File: src/rtl/acc16_pkg.sv
package acc16_pkg;

    localparam int WORD_W = 16;
    localparam int CHAR_W = 8;
    localparam int NIB_W  = 4;

    typedef enum logic {
        ST_FETCH = 1'b0,
        ST_EXEC  = 1'b1
    } phase_e;

    // top-nibble opcodes
    localparam logic [NIB_W-1:0] OP_SYS  = 4'h0;
    localparam logic [NIB_W-1:0] OP_SET  = 4'h1;
    localparam logic [NIB_W-1:0] OP_GET  = 4'h2;
    localparam logic [NIB_W-1:0] OP_PUT  = 4'h3;
    localparam logic [NIB_W-1:0] OP_LDI  = 4'h4;
    localparam logic [NIB_W-1:0] OP_STI  = 4'h5;
    localparam logic [NIB_W-1:0] OP_POP  = 4'h6;
    localparam logic [NIB_W-1:0] OP_PUSH = 4'h7;
    localparam logic [NIB_W-1:0] OP_AND  = 4'h8;
    localparam logic [NIB_W-1:0] OP_OR   = 4'h9;
    localparam logic [NIB_W-1:0] OP_ADD  = 4'hA;
    localparam logic [NIB_W-1:0] OP_SUB  = 4'hB;
    localparam logic [NIB_W-1:0] OP_NOT  = 4'hC;
    localparam logic [NIB_W-1:0] OP_DEC  = 4'hD;
    localparam logic [NIB_W-1:0] OP_INC  = 4'hE;
    localparam logic [NIB_W-1:0] OP_XOR  = 4'hF;

    // non-register sub-codes (bits 11:8 when top nibble is zero)
    localparam logic [NIB_W-1:0] SY_JMP  = 4'h7;
    localparam logic [NIB_W-1:0] SY_CALL = 4'h8;
    localparam logic [NIB_W-1:0] SY_RET  = 4'h9;
    localparam logic [NIB_W-1:0] SY_ADDI = 4'hA;
    localparam logic [NIB_W-1:0] SY_SUBI = 4'hB;
    localparam logic [NIB_W-1:0] SY_OUT  = 4'hC;
    localparam logic [NIB_W-1:0] SY_IN   = 4'hD;
    localparam logic [NIB_W-1:0] SY_JPR  = 4'hE;
    localparam logic [NIB_W-1:0] SY_IDLE = 4'hF;

    typedef struct packed {
        phase_e              phase;
        logic [WORD_W-1:0]   pc;
        logic [WORD_W-1:0]   ir;
        logic                out_valid;
        logic [CHAR_W-1:0]   out_data;
    } core_state_t;

    // branch condition for sub-codes 0..6 on a signed accumulator
    function automatic logic branch_taken(input logic [NIB_W-1:0] sub,
                                          input logic [WORD_W-1:0] acc);
        logic neg;
        logic zero;
        neg  = acc[WORD_W-1];
        zero = (acc == '0);
        case (sub)
            4'h0:    return 1'b1;
            4'h1:    return !neg && !zero;
            4'h2:    return neg;
            4'h3:    return !neg;
            4'h4:    return neg || zero;
            4'h5:    return !zero;
            4'h6:    return zero;
            default: return 1'b0;
        endcase
    endfunction

endpackage

File: src/rtl/acc16_regs.sv
module acc16_regs
    import acc16_pkg::*;
#(
    parameter int NREG = 16
) (
    input  logic                     clk,
    input  logic                     rst_n,
    input  logic [$clog2(NREG)-1:0]  rd_idx,
    output logic [WORD_W-1:0]        rd_val,
    output logic [WORD_W-1:0]        acc_val,
    input  logic                     wa_en,
    input  logic [$clog2(NREG)-1:0]  wa_idx,
    input  logic [WORD_W-1:0]        wa_data,
    input  logic                     wb_en,
    input  logic [$clog2(NREG)-1:0]  wb_idx,
    input  logic [WORD_W-1:0]        wb_data
);
    localparam int IDX_W = $clog2(NREG);

    logic [WORD_W-1:0] regs_q [NREG];

    for (genvar g = 0; g < NREG; g++) begin : g_reg
        logic [WORD_W-1:0] reg_d;
        always_comb begin
            reg_d = regs_q[g];
            if (wa_en && wa_idx == IDX_W'(g)) reg_d = wa_data;
            // port B (register side-effect) has priority
            if (wb_en && wb_idx == IDX_W'(g)) reg_d = wb_data;
        end
        always_ff @(posedge clk or negedge rst_n) begin
            if (!rst_n) regs_q[g] <= '0;
            else        regs_q[g] <= reg_d;
        end
    end

    assign rd_val  = regs_q[rd_idx];
    assign acc_val = regs_q[0];

endmodule

File: src/rtl/acc16_alu.sv
module acc16_alu
    import acc16_pkg::*;
(
    input  logic [NIB_W-1:0]  op,
    input  logic [WORD_W-1:0] acc,
    input  logic [WORD_W-1:0] rv,
    output logic [WORD_W-1:0] acc_res,
    output logic [WORD_W-1:0] self_res
);
    always_comb begin
        case (op)
            OP_AND:  acc_res = acc & rv;
            OP_OR:   acc_res = acc | rv;
            OP_ADD:  acc_res = acc + rv;
            OP_SUB:  acc_res = acc - rv;
            OP_XOR:  acc_res = acc ^ rv;
            default: acc_res = acc;
        endcase
    end

    always_comb begin
        case (op)
            OP_NOT:  self_res = ~rv;
            OP_DEC:  self_res = rv - WORD_W'(1);
            OP_INC:  self_res = rv + WORD_W'(1);
            default: self_res = rv;
        endcase
    end

endmodule

File: src/rtl/acc16_rstack.sv
module acc16_rstack
    import acc16_pkg::*;
#(
    parameter int DEPTH = 8
) (
    input  logic              clk,
    input  logic              rst_n,
    input  logic              push,
    input  logic              pop,
    input  logic [WORD_W-1:0] push_data,
    output logic [WORD_W-1:0] top
);
    localparam int PW = $clog2(DEPTH);

    logic [WORD_W-1:0] slot_q [DEPTH];
    logic [PW-1:0]     ptr_q, ptr_d;

    always_comb begin
        ptr_d = ptr_q;
        if (push)     ptr_d = ptr_q + PW'(1);
        else if (pop) ptr_d = ptr_q - PW'(1);
    end

    always_ff @(posedge clk or negedge rst_n) begin
        if (!rst_n) ptr_q <= '0;
        else        ptr_q <= ptr_d;
    end

    for (genvar g = 0; g < DEPTH; g++) begin : g_slot
        always_ff @(posedge clk or negedge rst_n) begin
            if (!rst_n)                          slot_q[g] <= '0;
            else if (push && ptr_q == PW'(g))    slot_q[g] <= push_data;
        end
    end

    assign top = slot_q[ptr_q - PW'(1)];

endmodule

File: src/rtl/acc16_core.sv
module acc16_core
    import acc16_pkg::*;
#(
    parameter int NREG     = 16,
    parameter int RS_DEPTH = 8
) (
    input  logic              clk,
    input  logic              rst_n,
    output logic [15:0]       mem_addr,
    input  logic [15:0]       mem_rdata,
    output logic [15:0]       mem_wdata,
    output logic              mem_we,
    output logic              out_valid,
    output logic [7:0]        out_data,
    input  logic              in_valid,
    input  logic [7:0]        in_data,
    output logic              in_ready
);
    localparam int IDX_W  = $clog2(NREG);
    localparam int IMM_W  = WORD_W / 2;

    core_state_t c_q, c_d;

    logic [NIB_W-1:0]  op;
    logic [NIB_W-1:0]  sub;
    logic [IDX_W-1:0]  rn;
    logic [IMM_W-1:0]  imm;
    logic [WORD_W-1:0] imm_x;

    logic [WORD_W-1:0] acc, rv, acc_res, self_res, rs_top;
    logic              wa_en, wb_en, rs_push, rs_pop;
    logic [WORD_W-1:0] wa_data, wb_data;
    logic              is_exec;

    assign op    = c_q.ir[WORD_W-1 -: NIB_W];
    assign sub   = c_q.ir[WORD_W-NIB_W-1 -: NIB_W];
    assign rn    = c_q.ir[WORD_W-NIB_W-1 -: IDX_W];
    assign imm   = c_q.ir[IMM_W-1:0];
    assign imm_x = {{(WORD_W-IMM_W){1'b0}}, imm};

    acc16_regs #(.NREG(NREG)) u_regs (
        .clk     (clk),
        .rst_n   (rst_n),
        .rd_idx  (rn),
        .rd_val  (rv),
        .acc_val (acc),
        .wa_en   (wa_en),
        .wa_idx  ('0),
        .wa_data (wa_data),
        .wb_en   (wb_en),
        .wb_idx  (rn),
        .wb_data (wb_data)
    );

    acc16_alu u_alu (
        .op       (op),
        .acc      (acc),
        .rv       (rv),
        .acc_res  (acc_res),
        .self_res (self_res)
    );

    acc16_rstack #(.DEPTH(RS_DEPTH)) u_rstack (
        .clk       (clk),
        .rst_n     (rst_n),
        .push      (rs_push),
        .pop       (rs_pop),
        .push_data (c_q.pc + WORD_W'(1)),
        .top       (rs_top)
    );

    always_comb begin
        c_d           = c_q;
        c_d.out_valid = 1'b0;
        mem_addr      = c_q.pc;
        mem_we        = 1'b0;
        mem_wdata     = acc;
        wa_en         = 1'b0;
        wa_data       = acc;
        wb_en         = 1'b0;
        wb_data       = rv;
        rs_push       = 1'b0;
        rs_pop        = 1'b0;
        in_ready      = 1'b0;

        if (c_q.phase == ST_FETCH) begin
            c_d.ir    = mem_rdata;
            c_d.pc    = c_q.pc + WORD_W'(1);
            c_d.phase = ST_EXEC;
        end else begin
            c_d.phase = ST_FETCH;
            case (op)
                OP_SET: begin
                    wb_en   = 1'b1;
                    wb_data = mem_rdata;
                    c_d.pc  = c_q.pc + WORD_W'(1);
                end
                OP_GET: begin
                    wa_en   = 1'b1;
                    wa_data = rv;
                end
                OP_PUT: begin
                    wb_en   = 1'b1;
                    wb_data = acc;
                end
                OP_LDI: begin
                    mem_addr = rv;
                    wa_en    = 1'b1;
                    wa_data  = mem_rdata;
                end
                OP_STI: begin
                    mem_addr = rv;
                    mem_we   = 1'b1;
                end
                OP_POP: begin
                    mem_addr = rv;
                    wa_en    = 1'b1;
                    wa_data  = mem_rdata;
                    wb_en    = 1'b1;
                    wb_data  = rv - WORD_W'(1);
                end
                OP_PUSH: begin
                    mem_addr = rv;
                    mem_we   = 1'b1;
                    wb_en    = 1'b1;
                    wb_data  = rv + WORD_W'(1);
                end
                OP_AND, OP_OR, OP_ADD, OP_SUB, OP_XOR: begin
                    wa_en   = 1'b1;
                    wa_data = acc_res;
                end
                OP_NOT, OP_DEC, OP_INC: begin
                    wb_en   = 1'b1;
                    wb_data = self_res;
                end
                default: begin // OP_SYS
                    case (sub)
                        SY_JMP: begin
                            c_d.pc = mem_rdata;
                        end
                        SY_CALL: begin
                            rs_push = 1'b1;
                            c_d.pc  = mem_rdata;
                        end
                        SY_RET: begin
                            rs_pop = 1'b1;
                            c_d.pc = rs_top;
                        end
                        SY_ADDI: begin
                            wa_en   = 1'b1;
                            wa_data = acc + imm_x;
                        end
                        SY_SUBI: begin
                            wa_en   = 1'b1;
                            wa_data = acc - imm_x;
                        end
                        SY_OUT: begin
                            c_d.out_valid = 1'b1;
                            c_d.out_data  = acc[CHAR_W-1:0];
                        end
                        SY_IN: begin
                            in_ready = 1'b1;
                            if (in_valid) begin
                                wa_en   = 1'b1;
                                wa_data = {{(WORD_W-CHAR_W){1'b0}}, in_data};
                            end else begin
                                c_d.phase = ST_EXEC;
                            end
                        end
                        SY_JPR: begin
                            c_d.pc = acc;
                        end
                        SY_IDLE: begin
                        end
                        default: begin // short branches 0..6
                            if (branch_taken(sub, acc))
                                c_d.pc = {c_q.pc[WORD_W-1:IMM_W], imm};
                        end
                    endcase
                end
            endcase
        end
    end

    always_ff @(posedge clk or negedge rst_n) begin
        if (!rst_n) c_q <= '0;
        else        c_q <= c_d;
    end

    assign out_valid = c_q.out_valid;
    assign out_data  = c_q.out_data;
    assign is_exec   = (c_q.phase == ST_EXEC);

endmodule

File: config.mk
export PLATFORM = sky130hd
export DESIGN_NAME = acc16_core
export DESIGN_NICKNAME = d
export VERILOG_FILES = /design/src/rtl/acc16_pkg.sv /design/src/rtl/acc16_regs.sv /design/src/rtl/acc16_alu.sv /design/src/rtl/acc16_rstack.sv /design/src/rtl/acc16_core.sv
export SDC_FILE = /design/constraint.sdc
export NUM_CORES = 1
export LEC_CHECK = 0
export ABC_AREA = 1
export BUFFER_PORTS_ARGS = -buffer_cell sky130_fd_sc_hd__buf_4
export CAP_MARGIN = 25
export CELL_PAD_IN_SITES_DETAIL_PLACEMENT = 1
export CELL_PAD_IN_SITES_GLOBAL_PLACEMENT = 1
export CORE_UTILIZATION = 40
export DETAILED_ROUTE_END_ITERATION = 8
export PLACE_DENSITY_LB_ADDON = 0.12
export SYNTH_ARGS = -nofsm -noshare
export SYNTH_HDL_FRONTEND = slang
export SYNTH_SLANG_ARGS = --single-unit
File: constraint.sdc
create_clock -name clk -period 4.1 [get_ports clk]
set_input_delay 0.615 -clock clk [delete_from_list [all_inputs] [get_ports clk]]
set_output_delay 0.615 -clock clk [all_outputs]
set_load 0.1 [all_outputs]
**Yosys cells after proc, flatten, opt, wreduce, memory -nomap -nowiden**

Index checks and enable logic that the tools add are counted.

- Register bits after elaboration: 429
- Bits of input ports: 27
- Output and inout bits: 43
- Word-level logic and storage cells: 197

- Add/sub/neg operators: 9
- $lt $le $gt $ge: 2
- Equality and inequality tests: 44
- Mux-type cells: 51
- Bitwise operators: 7
- Reduce and logical (&&, ||, !) cells: 53

Operator list:

| operator | count |
|---|---|
| 2-to-1 mux 16 bit | 11 |
| one-hot mux 16 bit (5 select lines) | 2 |
| one-hot mux 16 bit (4 select lines) | 2 |
| one-hot mux 16 bit (3 select lines) | 2 |
| binary-select mux 16 bit (select 4 bit) | 1 |
| equality test 4 bit, second input constant | 16 |
| binary-select mux 16 bit (select 3 bit) | 1 |
| adder 16 x 1 -> 16 bit, second input constant | 2 |
| equality test 4 x 3 -> 1 bit, second input constant | 8 |
| one-hot mux 16 bit (2 select lines) | 1 |
| 2-to-1 mux 9 bit | 3 |
| logical AND 1 bit | 25 |
| 2-to-1 mux 1 bit | 21 |
| 2-to-1 mux 17 bit | 1 |
| adder 16 bit | 1 |
| adder 16 x 8 -> 16 bit | 1 |
| bitwise AND 16 bit | 1 |
| equality test 4 x 2 -> 1 bit, second input constant | 4 |
| logical NOT 16 bit | 1 |
| inverter 16 bit | 1 |
| OR 16 bit | 1 |
| subtractor 16 x 1 -> 16 bit, second input constant | 1 |
| subtractor 16 bit | 1 |
| subtractor 16 x 8 -> 16 bit | 1 |
| 40 further kinds | 57 |

**Logic depth before layout (Yosys ltp)**

- Depth in word-level cells: 11
- Mapped depth: 33
- Depth with buffers taken out: 31

**Hierarchy**

From an unflattened synthesis, not the netlist that was laid out.

- Cell total of the unflattened synthesis: 4899
- Area, all modules: 31536.5 um2

By module, submodules not included:

| module | instances | cells an instance | area each (um2) | sequential area each (um2) |
|---|---|---|---|---|
| acc16_regs | 1 | 2325 | 15538.7 | 6406.1 |
| acc16_rstack | 1 | 882 | 6457.4 | 3278.1 |
| acc16_core | 1 | 1113 | 6311.1 | 1051.0 |
| acc16_alu | 1 | 579 | 3229.3 | 0.0 |

**Worst setup path before layout**

No wires, ideal clock.

- Path kind: flip-flop to output port
- From: register c_q[18] (netlist bit)
- To: output port mem_addr[15]
- Data arrival time: 3815 ps
- Data required time: 3485 ps
- Slack: -330 ps
- Stages on the path, launching flop included: 11
- Path buffers: 3
- Cells stage by stage: dfrtp_1 > buf_2 > buf_2 > buf_2 > nor2_1 > clkinv_1 > o22ai_1 > o21ai_0 > nand4_1 > inv_1 > o21ai_0

- Longest elaborated chain between the ends: 6

Ends and longest elaborated chain:

| element | line | RTL |
|---|---|---|
| from (decl) | acc16_core.sv:22 | `core_state_t c_q, c_d;` |
| from (signal assigned) | acc16_core.sv:186 | `if (!rst_n) c_q <= '0;` |
| from (signal assigned) | acc16_core.sv:187 | `else c_q <= c_d;` |
| inverter 4 -> 5 bit (implied by the code) | acc16_regs.sv:36 | `assign rd_val = regs_q[rd_idx];` |
| binary-select mux 16 bit (select 4 bit) | acc16_regs.sv:36 |  |
| 2-to-1 mux 16 bit (implied by the code) (2 in series) | acc16_regs.sv:36 |  |
| 2-to-1 mux 16 bit | acc16_core.sv:92 | `case (op)` |
| 2-to-1 mux 16 bit | acc16_core.sv:86 | `if (c_q.phase == ST_FETCH) begin` |
| to (decl) | acc16_core.sv:9 | `output logic [15:0] mem_addr,` |

No other way between the ends. The select of a mux whose other input is x is not followed.

**Final worst setup path**

- From: register c_q[17] (netlist bit)
- To: register u_regs.regs_q, in the netlist u_regs.acc_val[13]

- Longest elaborated chain between the ends: 10
- Elaborated cells between the ends (all ways): 37
- Classes of those cells: add/sub (4); eq/ne (6); mux (15); bitwise (5); reduce/logical (7)

Ends and longest elaborated chain:

| element | line | RTL |
|---|---|---|
| inverter 4 -> 5 bit (implied by the code) | acc16_regs.sv:36 |  |
| binary-select mux 16 bit (select 4 bit) | acc16_regs.sv:36 |  |
| 2-to-1 mux 16 bit (implied by the code) (2 in series) | acc16_regs.sv:36 |  |
| subtractor 16 bit, or another cell as far along | acc16_alu.sv:15 | `OP_SUB: acc_res = acc - rv;` |
| one-hot mux 16 bit (5 select lines) | acc16_alu.sv:11 | `case (op)` |
| one-hot mux 16 bit (4 select lines) | acc16_core.sv:92 |  |
| 2-to-1 mux 16 bit | acc16_core.sv:86 |  |
| 2-to-1 mux 16 bit | acc16_regs.sv:26 | `if (wa_en && wa_idx == IDX_W'(g)) reg_d = wa_data;` |
| 2-to-1 mux 16 bit | acc16_regs.sv:28 | `if (wb_en && wb_idx == IDX_W'(g)) reg_d = wb_data;` |
| to (signal, indexed assignment) | acc16_regs.sv:32 | `else regs_q[g] <= reg_d;` |
| to (decl) | acc16_regs.sv:20 | `logic [WORD_W-1:0] regs_q [NREG];` |

Several ways; a longest one is shown, not always the timed one. The select of a mux whose other input is x is not followed.
A chain may end at the register's enable or synchronous reset.

==> results.yml <==
place:
  place_congestion: 1.02
  preCtsSetupSlack_ns: -0.707
  dp.final_hpwl_um: 79500
  placed_area_um2: 28400
  port_buffers: 69
final_layout:
  final_instance_area_um2: 31700
  final_net_count: 3761
  layout.filler_cells: 7807
  drive_above_1_share: 0.203
  area_growth_syn_to_layout_pct: 24.1
  final_core_util: 0.502
detailed_routing:
  wire_per_inst_um: 24.4
  routed-wl-met2_um: 51500
  dr_total_vias: 25200
  detail-route-antenna-nets: 0
  drt-total-wl_um: 111000
  detailroute.wirelength.met3_um: 5530
  wirelength_met1_um: 49700
  drc: 0
  route.top_layer_used: "met5"
  post_dr_vias_cell: 5.55
  detail_route.iter0.violations: 1866
  first_pass_iters: 5
timing:
  worst_slew_margin_rel: 0.326
  max_slew.worst_pin.slew_ns: 1.01
  final-hold-violation-count: 0
  period_needed_ns: 4.25
  final.period_utilization: 1.04
  skew_final_ns: 0.0457
  finalMaxSlewViolations: 0
  finalSetupTns_ns: -0.693
  setup_viol: 9
  grt_setup_unrepaired: "yes"
  timing.fmax_mhz: 235
  least_setup_slack_across_all_paths_after_layout_ns: -0.151
global_route:
  global_route_usage_sum: 0.339
  grt_max_degree: 106
  grt_pass1_wl_um: 164000
  grt_pass1_vias: 26000
  gr-total-overflow: 0
  grt_antenna_before_repair: 3
setup_path:
  worst_path_largest_cell_delay_ns: 0.51
  critical_path.endpoint_type: "flip-flop"
  r2r_slack_ns: -0.15
  worst-setup-path-type: "reg -> reg"
  rr_endpoint: "u_regs.acc_val[13]"
  worst-endpoint-arrival_ns: 4.72
  rr_worst_depth: 32
  cp-start-kind: "flip-flop"
  cp_data_required_time_ns: 4.57
  slowest_cell_on_crit_path: "sky130_fd_sc_hd__dfrtp_4"
  timing.critical_path.fanout_max: 6
  critical_path.most_common_cell: "sky130_fd_sc_hd__nand2_1"
  timing.rr.start: "c_q[17]"
synth:
  number_of_enable_flip_flop_cells_after_synthesis: 0
  ys_seq_elements: 429
  ys_seq_area_frac: 0.420
  synth_async_sr_flop_share: 1.00
  yosys_warnings: 0
  cell_count_after_synthesis: 3404
  postSynthNetCount: 3509
  synthFlopType: "sky130_fd_sc_hd__dfrtp_1"
  synth_area_um2: 25500
  synth.avg_cell_area_um2: 7.50
  synth_cell_type_count: 53
floorplan:
  floorplan.core_area_um2: 63100
  die_x_um: 255
  rows: 92
  fp.dieH_um: 255
  die_area_um2: 64900
  design.portCount: 70
  initial_utilization: 0.405
clock_tree:
  num_cts_buffers: 51
  cts_num_sinks: 429
  tritoncts: "built"
  clk_pin_slew_worst_paths_ns: 0.07
  cts_htree_levels: 2
  ctsLongestPathBuffers: 3
  clock-root-buffer: "sky130_fd_sc_hd__clkbuf_16"
  clk_latency_ns: 0.63
pwr:
  pwr_density_cell_nw_per_um2: 702
  peakVddDrop_v: 0.000396
  total_leakage_power_nw: 15.6
flow_run:
  max-cap-violations: 0
hold_path:
  worst_hold_path_type: "in -> async"
outcome:
  result_of_the_run: "finished, violations left"
  failing_checks: "setup timing"
[per-stage QoR]
stage	std cells	hold WS (ns)	power, W
after floorplan	3404	0.319	0.0116
after global placement	4395	0.461	0.0156
after detailed placement	4396	0.468	0.0158
after CTS	4510	0.115	0.0212
after global routing	4544	0.143	0.0234
final	4546	0.0572	0.0223
[Yosys cell counts (4+ instances only)]
master,n,area share
sky130_fd_sc_hd__xor2_1,38,0.013
sky130_fd_sc_hd__ha_1,76,0.037
sky130_fd_sc_hd__nand3_1,103,0.020
sky130_fd_sc_hd__dfrtp_1,429,0.42
sky130_fd_sc_hd__buf_4,31,0.0091
sky130_fd_sc_hd__nand4_1,18,0.0044
sky130_fd_sc_hd__or2_2,5,0.0012
sky130_fd_sc_hd__nor3_1,12,0.0024
sky130_fd_sc_hd__clkinv_1,12,0.0018
sky130_fd_sc_hd__a22oi_1,7,0.0021
sky130_fd_sc_hd__o21ai_2,12,0.0041
sky130_fd_sc_hd__nand2_1,1027,0.15
sky130_fd_sc_hd__o221ai_1,28,0.0096
sky130_fd_sc_hd__o21ai_1,23,0.0045
sky130_fd_sc_hd__mux2_2,69,0.030
sky130_fd_sc_hd__o21ai_0,451,0.088
sky130_fd_sc_hd__nor2_2,7,0.0017
sky130_fd_sc_hd__buf_2,34,0.0067
sky130_fd_sc_hd__clkbuf_1,107,0.016
sky130_fd_sc_hd__inv_2,8,0.0012
sky130_fd_sc_hd__o22ai_1,43,0.011
sky130_fd_sc_hd__mux2i_1,34,0.013
sky130_fd_sc_hd__nand2_2,5,0.0012
sky130_fd_sc_hd__a2111oi_0,4,0.0014
sky130_fd_sc_hd__nor4_1,6,0.0015
sky130_fd_sc_hd__o2111ai_1,9,0.0031
sky130_fd_sc_hd__a21o_1,4,0.0012
sky130_fd_sc_hd__o31ai_1,7,0.0021
sky130_fd_sc_hd__inv_1,358,0.053
sky130_fd_sc_hd__a21oi_1,86,0.017
sky130_fd_sc_hd__nor2_1,243,0.036
sky130_fd_sc_hd__buf_6,7,0.0031
sky130_fd_sc_hd__a221oi_1,13,0.0045
sky130_fd_sc_hd__a31oi_1,9,0.0022
sky130_fd_sc_hd__o211ai_1,42,0.012
sky130_fd_sc_hd__xnor2_1,6,0.0021
[placed cells by master, fill, tap and decap left out, drive strengths merged, types with 18 or more instances in the layout]
cell type  instances
a21oi             86
buf              375
clkbuf            72
clkinv            29
dfrtp            429
ha                76
inv              369
mux2              69
mux2i             34
nand2           1033
nand3            104
nand4             18
nor2             253
o211ai            42
o21ai            486
o221ai            28
o22ai             43
xor2              38
[registers in the layout, summed over array words and instances, names as in the netlist]
signal	flops
out_data	8
u_rstack.slot_q	128
c_q	32
u_regs.regs_q	240
u_regs.acc_val	16
is_exec	1
u_rstack.ptr_q	3
out_valid	1
[cell type report]
type,count,area [um^2],area share
timing repair inverter,1,11.3,0.000355
tap,846,1060,0.0334
inverter,379,1460,0.0460
clock buffer,68,1420,0.0448
clock inverter,27,325,0.0103
antenna,2,5.00,0.000158
timing repair buffer,379,3300,0.104
multi-input combinational,2415,13400,0.422
sequential,429,10700,0.339
[repair_timing]
| item | 4_1_cts | 5_1_grt |
|---|---|---|
| cloned | 1 | 6 |
| gates resized for setup | 116 | 165 |
| endpoints found under the setup margin | 11 | 73 |
| hold buffers | 0 | 0 |
| buffers inserted | 18 | 26 |
| pin swaps | 35 | 95 |
[power by group]
group          switching [W]  internal, W  leakage, nW  total, W
clock                0.00198      0.00276        0.852   0.00475
combinational        0.00769      0.00403         9.54    0.0117
sequential          0.000640      0.00515         5.20   0.00579
[cell families (layout without fill, tap and decap cells)]
| logic type | count (synthesis) | in the layout | share of synthesized area |
|---|---|---|---|
| xor+xnor | 44 | 44 | 0.0151 |
| fa+ha+maj | 78 | 78 | 0.0388 |
| buf+inv | 561 | 854 | 0.0908 |
| simple gates | 1434 | 1435 | 0.222 |
| other cells | 0 | 2 | 0 |
| flops | 429 | 429 | 0.420 |
| compound gates | 755 | 755 | 0.169 |
| mux | 103 | 103 | 0.0438 |
[worst max-delay path: cells and delay by family, from the launching register on]
family / cells / cell delay, ns
AOI/OAI and AO/OA: 5 / 0.78
and+or+nand+nor: 19 / 1.56
buffers and inverters: 6 / 0.77
DFF: 1 / 0.51
xor gates and xnor gates: 1 / 0.18
adders and majority gates: 1 / 0.30
[worst max-delay path by stage]
stage | from | depth (start not counted) | to
finish | c_q[17] | 32 | u_regs.acc_val[13]
global route | c_q[17] | 32 | u_regs.acc_val[11]
CTS | c_q[17] | 31 | u_regs.acc_val[14]
detailed placement | c_q[17] | 31 | u_regs.acc_val[14]
global placement | c_q[17] | 31 | u_regs.acc_val[14]
floorplan | c_q[17] | 12 | mem_addr[12]
[routing by layer]
layer / GRT usage / up-vias
met5: 0 / -
met4: 0.111 / 2
met2: 0.556 / 656
met3: 0.0464 / 205
li1: - / 11600
met1: 0.460 / 12800
(Power assumes the default switching activity.)
